<file path="config.mk">
export PLATFORM = sky130hd
export DESIGN_NAME = dual_phase_timer
export DESIGN_NICKNAME = d
export VERILOG_FILES = /design/src/rtl/dpt_pkg.sv /design/src/rtl/dpt_regs.sv /design/src/rtl/dpt_channel.sv /design/src/rtl/dual_phase_timer.sv
export SDC_FILE = /design/constraint.sdc
export NUM_CORES = 1
export LEC_CHECK = 0
export ABC_AREA = 1
export BUFFER_PORTS_ARGS = -buffer_cell sky130_fd_sc_hd__buf_2
export CORE_UTILIZATION = 60
export CTS_CLUSTER_DIAMETER = 60
export DETAILED_ROUTE_END_ITERATION = 10
export GPL_ROUTABILITY_DRIVEN = 0
export PLACE_DENSITY = 0.8
export SLEW_MARGIN = 20
export SYNTH_ARGS = -nofsm -noshare
export SYNTH_HDL_FRONTEND = slang
export SYNTH_SLANG_ARGS = --single-unit
</file>
<file path="constraint.sdc">
create_clock -name clk -period 2.26 [get_ports clk]
set_input_delay 0.226 -clock clk [delete_from_list [all_inputs] [get_ports clk]]
set_output_delay 0.226 -clock clk [all_outputs]
set_load 0.1 [all_outputs]
</file>
<file path="src/rtl/dpt_pkg.sv">
// Package: shared register offsets and the watchdog selection key.
// Assumes byte addressing with one register per 32-bit word slot.
package dpt_pkg;
    localparam int unsigned OFF_CTRL = 'h00;
    localparam int unsigned OFF_HI1  = 'h04;
    localparam int unsigned OFF_HI0  = 'h08;
    localparam int unsigned OFF_LO1  = 'h0C;
    localparam int unsigned OFF_LO0  = 'h10;
    localparam logic [7:0]  WDOG_KEY = 8'hFF;
    localparam int unsigned NUM_CH   = 2;
endpackage

</file>
<file path="src/rtl/dpt_regs.sv">
// Module: register file and read mux for the two-channel timer.
// Holds the enable bits and both count registers of each channel.
// Assumes one write per cycle. Reads are combinational.
module dpt_regs #(
    parameter int CNT_W  = 32,
    parameter int ADDR_W = 8
) (
    input  logic                              clk,
    input  logic                              rst_n,
    input  logic [ADDR_W-1:0]                 addr,
    input  logic [CNT_W-1:0]                  wdata,
    input  logic                              we,
    output logic [CNT_W-1:0]                  rdata,
    output logic [dpt_pkg::NUM_CH-1:0]        en_q,
    output logic [dpt_pkg::NUM_CH-1:0][CNT_W-1:0] hi_q,
    output logic [dpt_pkg::NUM_CH-1:0][CNT_W-1:0] lo_q
);
    import dpt_pkg::*;

    localparam logic [ADDR_W-1:0] A_CTRL = ADDR_W'(OFF_CTRL);
    localparam logic [ADDR_W-1:0] A_HI1  = ADDR_W'(OFF_HI1);
    localparam logic [ADDR_W-1:0] A_HI0  = ADDR_W'(OFF_HI0);
    localparam logic [ADDR_W-1:0] A_LO1  = ADDR_W'(OFF_LO1);
    localparam logic [ADDR_W-1:0] A_LO0  = ADDR_W'(OFF_LO0);

    // Purpose: capture bus writes into the addressed register.
    always_ff @(posedge clk) begin
        if (!rst_n) begin
            en_q <= '0;
            hi_q <= '0;
            lo_q <= '0;
        end else if (we) begin
            case (addr)
                A_CTRL:  en_q     <= wdata[NUM_CH-1:0];
                A_HI0:   hi_q[0]  <= wdata;
                A_HI1:   hi_q[1]  <= wdata;
                A_LO0:   lo_q[0]  <= wdata;
                A_LO1:   lo_q[1]  <= wdata;
                default: ;
            endcase
        end
    end

    // Purpose: return the stored value of the addressed register, zero elsewhere.
    always_comb begin
        case (addr)
            A_CTRL:  rdata = {{(CNT_W-NUM_CH){1'b0}}, en_q};
            A_HI0:   rdata = hi_q[0];
            A_HI1:   rdata = hi_q[1];
            A_LO0:   rdata = lo_q[0];
            A_LO1:   rdata = lo_q[1];
            default: rdata = '0;
        endcase
    end

    // a control write lands in the enable bits on the next cycle
    a_r2_ctrl_write: assert property (@(posedge clk) disable iff (!rst_n)
        (we && addr == A_CTRL) |=> (en_q == $past(wdata[NUM_CH-1:0])));
endmodule

</file>
<file path="src/rtl/dpt_channel.sv">
// Module: one two-phase interval channel.
// Counts the high phase and then the low phase, pulses irq at the end of
// the period, and reloads. When WDOG is set and the high count's low byte
// holds the key, the channel acts as a watchdog instead and raises a sticky
// expired flag. Assumes CNT_W > 8. Counts are read live at every reload.
module dpt_channel #(
    parameter int CNT_W = 32,
    parameter bit WDOG  = 1'b0
) (
    input  logic             clk,
    input  logic             rst_n,
    input  logic             en,
    input  logic [CNT_W-1:0] hi_val,
    input  logic [CNT_W-1:0] lo_val,
    output logic             irq,
    output logic             tout,
    output logic             expired
);
    import dpt_pkg::*;

    logic             running;
    logic             in_low;
    logic [CNT_W-1:0] cnt;
    logic             wd_mode;
    logic [CNT_W-1:0] hi_raw;
    logic [CNT_W-1:0] hi_eff;
    logic [CNT_W-1:0] lo_eff;

    // Purpose: choose the watchdog field or the plain count, then clamp zero to one.
    always_comb begin
        wd_mode = WDOG && (hi_val[7:0] == WDOG_KEY);
        hi_raw  = wd_mode ? {8'd0, hi_val[CNT_W-1:8]} : hi_val;
        hi_eff  = (hi_raw == '0) ? CNT_W'(1) : hi_raw;
        lo_eff  = (lo_val == '0) ? CNT_W'(1) : lo_val;
    end

    // Purpose: sequence the start, the two phases, reload and expiry.
    always_ff @(posedge clk) begin
        if (!rst_n) begin
            running <= 1'b0;
            in_low  <= 1'b0;
            cnt     <= '0;
            irq     <= 1'b0;
            expired <= 1'b0;
        end else begin
            irq <= 1'b0;
            if (!en) begin
                running <= 1'b0;
                in_low  <= 1'b0;
            end else if (!running) begin
                running <= 1'b1;
                in_low  <= 1'b0;
                cnt     <= hi_eff;
            end else if (cnt > CNT_W'(1)) begin
                cnt <= cnt - CNT_W'(1);
            end else if (!in_low) begin
                if (wd_mode) begin
                    expired <= 1'b1;
                    cnt     <= hi_eff;
                end else begin
                    in_low <= 1'b1;
                    cnt    <= lo_eff;
                end
            end else begin
                in_low <= 1'b0;
                cnt    <= hi_eff;
                irq    <= 1'b1;
            end
        end
    end

    assign tout = running && !in_low;

    // the interrupt lasts a single cycle
    a_r3_irq_single: assert property (@(posedge clk) disable iff (!rst_n)
        irq |=> !irq);
    // an interrupt only follows a cycle in which the channel was enabled
    a_r7_irq_needs_en: assert property (@(posedge clk) disable iff (!rst_n)
        irq |-> $past(en));
    // expiry is sticky until reset
    a_r8_expired_sticky: assert property (@(posedge clk) disable iff (!rst_n)
        expired |=> expired);
    // expiry can only rise while enabled
    a_r9_expiry_needs_en: assert property (@(posedge clk) disable iff (!rst_n)
        $rose(expired) |-> $past(en));
endmodule

</file>
<file path="src/rtl/dual_phase_timer.sv">
// Module: top of the two-channel timer. It joins the register file to one
// channel per enable bit. Channel 0 has the watchdog variant built in.
// Assumes a synchronous register bus with one write per cycle.
module dual_phase_timer #(
    parameter int CNT_W  = 32,
    parameter int ADDR_W = 8
) (
    input  logic              clk,
    input  logic              rst_n,
    input  logic [ADDR_W-1:0] bus_addr,
    input  logic [CNT_W-1:0]  bus_wdata,
    input  logic              bus_we,
    output logic [CNT_W-1:0]  bus_rdata,
    output logic              irq_ch0,
    output logic              irq_ch1,
    output logic              tout_ch0,
    output logic              tout_ch1,
    output logic              rst_req
);
    import dpt_pkg::*;

    logic [NUM_CH-1:0]            en_q;
    logic [NUM_CH-1:0][CNT_W-1:0] hi_q;
    logic [NUM_CH-1:0][CNT_W-1:0] lo_q;
    logic [NUM_CH-1:0]            irq_v;
    logic [NUM_CH-1:0]            tout_v;
    logic [NUM_CH-1:0]            exp_v;

    dpt_regs #(.CNT_W(CNT_W), .ADDR_W(ADDR_W)) u_regs (
        .clk   (clk),
        .rst_n (rst_n),
        .addr  (bus_addr),
        .wdata (bus_wdata),
        .we    (bus_we),
        .rdata (bus_rdata),
        .en_q  (en_q),
        .hi_q  (hi_q),
        .lo_q  (lo_q)
    );

    for (genvar g = 0; g < NUM_CH; g++) begin : g_ch
        dpt_channel #(.CNT_W(CNT_W), .WDOG(g == 0)) u_ch (
            .clk     (clk),
            .rst_n   (rst_n),
            .en      (en_q[g]),
            .hi_val  (hi_q[g]),
            .lo_val  (lo_q[g]),
            .irq     (irq_v[g]),
            .tout    (tout_v[g]),
            .expired (exp_v[g])
        );
    end

    assign irq_ch0  = irq_v[0];
    assign irq_ch1  = irq_v[1];
    assign tout_ch0 = tout_v[0];
    assign tout_ch1 = tout_v[1];
    assign rst_req  = exp_v[0];

    // a disabled channel keeps its interrupt low
    a_r10_idle_quiet: assert property (@(posedge clk) disable iff (!rst_n)
        (!en_q[1] && !$past(en_q[1])) |-> !irq_ch1);
endmodule

</file>
# == Word level (Yosys, flattened, before mapping) ==
# Index checks and enable logic that the tools add are counted.
# op_classes
addsub,2
order_cmp,2
n_eq_ne,5
n_mux,20
bitwise_logic,7
n_reduce_logical,19
# ops
operator,n
$mux W32,12
$pmux W32 S5,1
$logic_not A32 Y1,4
$gt A32 B1 Y1 const B,2
$sub A32 B1 Y32 const B,2
$eq A8 B4 Y1 const B,2
$reduce_and A2 Y1,5
$eq A8 B3 Y1 const B,1
$eq A8 B5 Y1 const B,1
$eq A8 B8 Y1 const B,1
$logic_not A8 Y1,1
$reduce_or A4 Y1,2
$mux W1,7
$not A1 Y1,7
$reduce_and A3 Y1,2
$reduce_and A5 Y1,1
$logic_and A1 B1 Y1,2
$logic_not A1 Y1,2
# word_totals
reg_bits,201
input_bits,43
out_inout_bits,37

# == Depth between registers and ports, before layout ==
# depth
depth_word,8
ltp_mapped,15
ltp_nobuf,13

# == Modules after synthesis ==
# A second synthesis with hierarchy kept.
# unflattened
cells_unflattened,2336
hier_area_um2,13644.3
# modules_own_cells
module,instances,cells_each,area_each_um2
dpt_regs,1,1058,6620.1
dpt_channel at g_ch[0].u_ch,1,697,3823.7
dpt_channel at g_ch[1].u_ch,1,581,3200.6

# == Worst setup path before layout ==
# OpenSTA, ideal clock, no wires.
# synth_path
path_kind,input -> output
startpoint,in bus_addr[7]
endpoint,out bus_rdata[10]
t_arrival_ns,3.151
required_time_ns,2.034
path_slack_ns,-1.117
stages,8
path_buffers,1
cell_sequence,nor2_1 > inv_1 > nor2_1 > inv_2 > nor2_4 > nand3_2 > clkbuf_1 > o21ai_0
# synth_between
elab_chain_cells,2
elab_cells_between_ends,6
classes_between,4 x eq/ne; 1 x mux; 1 x reduce/logical
# synth_rtl
item,line,text
"start, declared",dual_phase_timer.sv:10,"input logic [ADDR_W-1:0] bus_addr,"
"$eq A8 B4 Y1, or another cell as far along",dpt_regs.sv:46,case (addr)
$pmux W32 S5 (*),dpt_regs.sv:46,
"end, declared",dual_phase_timer.sv:13,"output logic [CNT_W-1:0] bus_rdata,"
# Mark *: on every way between the ends. The rest lies on a longest branch, timed or not.

# == Worst setup path after layout ==
# layout_path
startpoint,reg g_ch[1].u_ch.cnt[20]
endpoint,reg g_ch[1].u_ch.cnt[3]
# layout_between
elab_chain_cells,3
# layout_rtl
item,line,text
"start, declared",dpt_channel.sv:23,logic [CNT_W-1:0] cnt;
"start signal, assigned",dpt_channel.sv:53,cnt <= hi_eff;
"start signal, assigned",dpt_channel.sv:55,cnt <= cnt - CNT_W'(1);
"start signal, assigned",dpt_channel.sv:59,cnt <= hi_eff;
$gt A32 B1 Y1,dpt_channel.sv:54,end else if (cnt > CNT_W'(1)) begin
$mux W32,dpt_channel.sv:54,
$mux W32,dpt_channel.sv:50,end else if (!running) begin
# Every way passes these cells.
# A chain may end at the register's enable or synchronous reset.

==> insert_results.sql <==
INSERT INTO impl_metrics (metric_group, metric, value, unit) VALUES
('cts', 'postCtsHoldBufs', '0', ''),
('cts', 'cts_tree', 'built', ''),
('cts', 'clkSlewWorstSetupHoldPaths', '0.06', 'ns'),
('grt', 'antenna_found_initial', '0', ''),
('die', 'die_w', '142', 'um'),
('timing', 'timing_hold_violations_final', '0', ''),
('timing', 'finClkSkew', '0.00942', 'ns'),
('routing', 'drt-total-wl', '40200', 'um'),
('synth', 'synth_unique_cells', '41', ''),
('power_and_ir_drop', 'pwr-share-seq', '44.8', '%'),
('routing', 'drt_pre_antenna_iters', '8', ''),
('place', 'placement.cell_area', '0.0131', 'mm^2'),
('synth', 'postSynthRegisterBits', '201', ''),
('cts', 'cts_h_tree_depth', '1', ''),
('finish', 'drive_above_1_share', '12.5', '%'),
('synth', 'post_synth_inst_count', '1835', ''),
('timing', 'post_route_hold_slack', '0.0191', 'ns'),
('timing', 'min_period_over_period', '97.8', '%'),
('timing', 'period_minus_slack', '2.21', 'ns'),
('synth', 'list_of_most_frequent_post_synthesis_cells', '279 x sky130_fd_sc_hd__o21ai_0, 272 x sky130_fd_sc_hd__nand2_1, 227 x sky130_fd_sc_hd__nor2_1', ''),
('power_and_ir_drop', 'power_report.internal_total', '6.11', 'mW'),
('power_and_ir_drop', 'power_density', '569', 'mW/mm^2'),
('synth', 'synth.avg_cell_area', '6.40', 'um^2'),
('routing', 'first_iter_violations', '1825', ''),
('die', 'die_area', '0.0202', 'mm^2'),
('synth', 'postSynthNetCount', '1882', ''),
('synth', 'synthesis.area', '0.0118', 'mm^2'),
('grt', 'grt_pass1_wl', '63300', 'um'),
('setup_path', 'buffers_plus_inverters_on_the_worst_setup_path', '3', ''),
('timing', 'final-setup-viol-count', '0', ''),
('routing', 'via_count', '13300', ''),
('synth', 'synth_top_cell_area_share', '34.2', '%'),
('synth', 'sequential_fraction_of_the_synthesis_area', '34.2', '%'),
('setup_path', 'data_required_time_at_the_worst_endpoint', '2.64', 'ns'),
('power_and_ir_drop', 'combinationalPowerShare', '6.5', '%'),
('grt', 'globalRouteOverflowTotal', '0', ''),
('synth', 'synth_ff_type', 'sky130_fd_sc_hd__dfxtp_1', ''),
('setup_path', 'cp_slowest_cell', 'sky130_fd_sc_hd__dfxtp_1', ''),
('cts', 'numClockSinks', '201', ''),
('cts', 'cts-buffers-inserted', '22', ''),
('synth', 'synth_edf_count', '0', ''),
('power_and_ir_drop', 'switching_power', '1.84', 'mW'),
('finish', 'finish.net_count', '1947', ''),
('cts', 'ctsRootBufferMaster', 'sky130_fd_sc_hd__clkbuf_16', ''),
('routing', 'post-route-drc-count', '0', ''),
('timing', 'setup_repair_after_global_routing_missed_its_margin', 'no', ''),
('power_and_ir_drop', 'p_leak', '6.06', 'nW'),
('setup_path', 'worst-endpoint-arrival', '2.59', 'ns'),
('routing', 'routed_vias_inst', '6.14', ''),
('grt', 'gr-usage-all-layers', '39.9', '%'),
('synth', 'synth-warning-count', '0', ''),
('timing', 'maxSlewHeadroom', '61.5', '%'),
('die', 'core_area', '0.0190', 'mm^2'),
('run', 'max_cap_violations', '0', ''),
('worst_hold_path', 'hp-class', 'in2reg', ''),
('synth', 'yosys-top-cells-area', 'sky130_fd_sc_hd__dfxtp_1 34%, sky130_fd_sc_hd__o21ai_0 12%, sky130_fd_sc_hd__a21oi_1 9.2%', ''),
('status', 'status', 'completed', ''),
('synth', 'synth_most_common_cell', 'sky130_fd_sc_hd__o21ai_0', ''),
('finish', 'finish.instance_area', '0.0140', 'mm^2'),
('die', 'die_h', '142', 'um'),
('synth', 'synth_largest_area_cell', 'sky130_fd_sc_hd__dfxtp_1', ''),
('timing', 'worstMarginPinSlew', '0.575', 'ns'),
('routing', 'drt-wirelength-per-cell', '18.5', 'um'),
('place', 'hpwl', '29300', 'um'),
('setup_path', 'crit_path_start_kind', 'flip-flop', ''),
('timing', 'maxClockFrequency', '452', 'MHz'),
('routing', 'ant_nets', '0', ''),
('finish', 'areaGrowthSynthToFinish', '18.8', '%'),
('setup_path', 'family_of_cells_with_the_greatest_summed_delay_on_the_critical_path', 'simple AND/OR/NAND/NOR gates', ''),
('cts', 'clockBufferDepth', '3', ''),
('setup_path', 'crit_chain', 'nor2_1 > nand2_1 > nor3_1 > nand3_2 > buf_4 > clkinv_2 > buf_4 > a21oi_1 > o21ai_0 > a21oi_1', '');
==> final timing paths <==
check             slack [ns]                    to  cells after the start                 start
setup / recovery        0.05   g_ch[1].u_ch.cnt[3]                     10  g_ch[1].u_ch.cnt[20]
hold / removal          0.02       u_regs.lo_q[58]                      3         bus_wdata[26]
setup reg to reg        0.05   g_ch[1].u_ch.cnt[3]                     10  g_ch[1].u_ch.cnt[20]
hold reg to reg         0.45  g_ch[0].u_ch.expired                      2  g_ch[0].u_ch.expired
==> state kept, by name, summed over array words and instances, names as in the netlist <==
name               cells
u_regs.lo_q           64
g_ch.u_ch.in_low       2
g_ch.u_ch.expired      1
g_ch.u_ch.irq          2
u_regs.en_q            2
u_regs.hi_q           64
g_ch.u_ch.cnt         64
g_ch.u_ch.running      2
==> power groups by stage <==
stage          Sequential (mW)  Clock [mW]  Combinational [mW]
6_report                  3.56        3.87               0.521
3_3_place_gp              3.64           0               0.478
5_1_grt                   3.56        4.00               0.556
2_1_floorplan             3.63           0               0.306
4_1_cts                   3.56        3.86               0.488
3_5_place_dp              3.64           0               0.484
==> metal layers <==
metal / vias to the layer above / track usage [%] / wire length [um]
met1: 6002 / 52.5 / 15900
li1: 6279 / - / -
met2: 888 / 63.1 / 17800
met5: - / 0 / 0
met4: 0 / 18.8 / 2040
met3: 167 / 7.71 / 4480
==> kinds of logic after synthesis <==
group / count (synthesis) / synth area share [%]
and+or+nand+nor: 697 / 25.5
AOI/OAI and AO/OA: 584 / 26.4
buffers and inverters: 309 / 10.5
DFF: 201 / 34.2
xor gates and xnor gates: 40 / 2.98
adders and majority gates: 4 / 0.426
==> through the flow <==
step	setup slack [ns]	instances	total power [mW]	utilization, %	setup TNS (ns)
after floorplan	-0.618	1835	3.94	-	-5.87
after global placement	0.151	2134	4.12	69.3	0
final	0.0486	2173	7.95	73.7	0
after global routing	0.00388	2173	8.12	73.7	0
after detailed placement	0.122	2134	4.12	69.3	0
after CTS	0.0638	2171	7.91	73.3	0
==> cells in the final DEF, fill, tap and decap left out, types with 2 or more instances in the layout <==
cell type	instances
sky130_fd_sc_hd__inv_1	193
sky130_fd_sc_hd__o21ai_0	254
sky130_fd_sc_hd__nand2_1	270
sky130_fd_sc_hd__inv_2	6
sky130_fd_sc_hd__xnor2_1	20
sky130_fd_sc_hd__clkbuf_16	23
sky130_fd_sc_hd__nand3b_1	8
sky130_fd_sc_hd__dfxtp_1	200
sky130_fd_sc_hd__a211oi_1	35
sky130_fd_sc_hd__a21oi_1	217
sky130_fd_sc_hd__nor4_1	9
sky130_fd_sc_hd__buf_12	38
sky130_fd_sc_hd__buf_2	44
sky130_fd_sc_hd__buf_4	58
sky130_fd_sc_hd__clkbuf_1	3
sky130_fd_sc_hd__nor2_1	224
sky130_fd_sc_hd__o2111ai_1	2
sky130_fd_sc_hd__o221ai_1	3
sky130_fd_sc_hd__o21ai_1	20
sky130_fd_sc_hd__xor2_1	20
sky130_fd_sc_hd__nor2_4	7
sky130_fd_sc_hd__nand3_1	116
sky130_fd_sc_hd__a31oi_1	7
sky130_fd_sc_hd__nand3_2	4
sky130_fd_sc_hd__o221ai_2	2
sky130_fd_sc_hd__clkinv_2	6
sky130_fd_sc_hd__nand4_1	26
sky130_fd_sc_hd__buf_6	2
sky130_fd_sc_hd__clkinv_1	6
sky130_fd_sc_hd__ha_1	4
sky130_fd_sc_hd__nor2_2	11
sky130_fd_sc_hd__o21ai_2	17
sky130_fd_sc_hd__o22ai_1	13
sky130_fd_sc_hd__bufinv_16	4
sky130_fd_sc_hd__nor3_1	12
sky130_fd_sc_hd__or2_2	2
sky130_fd_sc_hd__clkbuf_8	3
sky130_fd_sc_hd__o211ai_1	9
sky130_fd_sc_hd__nand2_2	5
==> final cells by class <==
| cell class | count | area, um^2 |
|---|---|---|
| Clock buffer | 29 | 628 |
| Inverter | 208 | 787 |
| Fill cell | 1554 | 4990 |
| Timing Repair Buffer | 142 | 1440 |
| Tap cell | 260 | 325 |
| Multi-Input combinational cell | 1325 | 6620 |
| Sequential cell | 201 | 4030 |
| Clock inverter | 8 | 140 |
==> tightest hold or removal path: stages <==
cell and delay [ns]:
sky130_fd_sc_hd__buf_2 0.07, sky130_fd_sc_hd__inv_1 0.07, sky130_fd_sc_hd__a21oi_1 0.12
==> what timing repair did <==
action                                  CTS  global route
setup buffers                             0             2
endpoints found under the setup margin    0            58
gates resized for setup                   0            12
hold endpoints to repair                  0             0
Note: power is estimated with default switching activity, not from simulation.
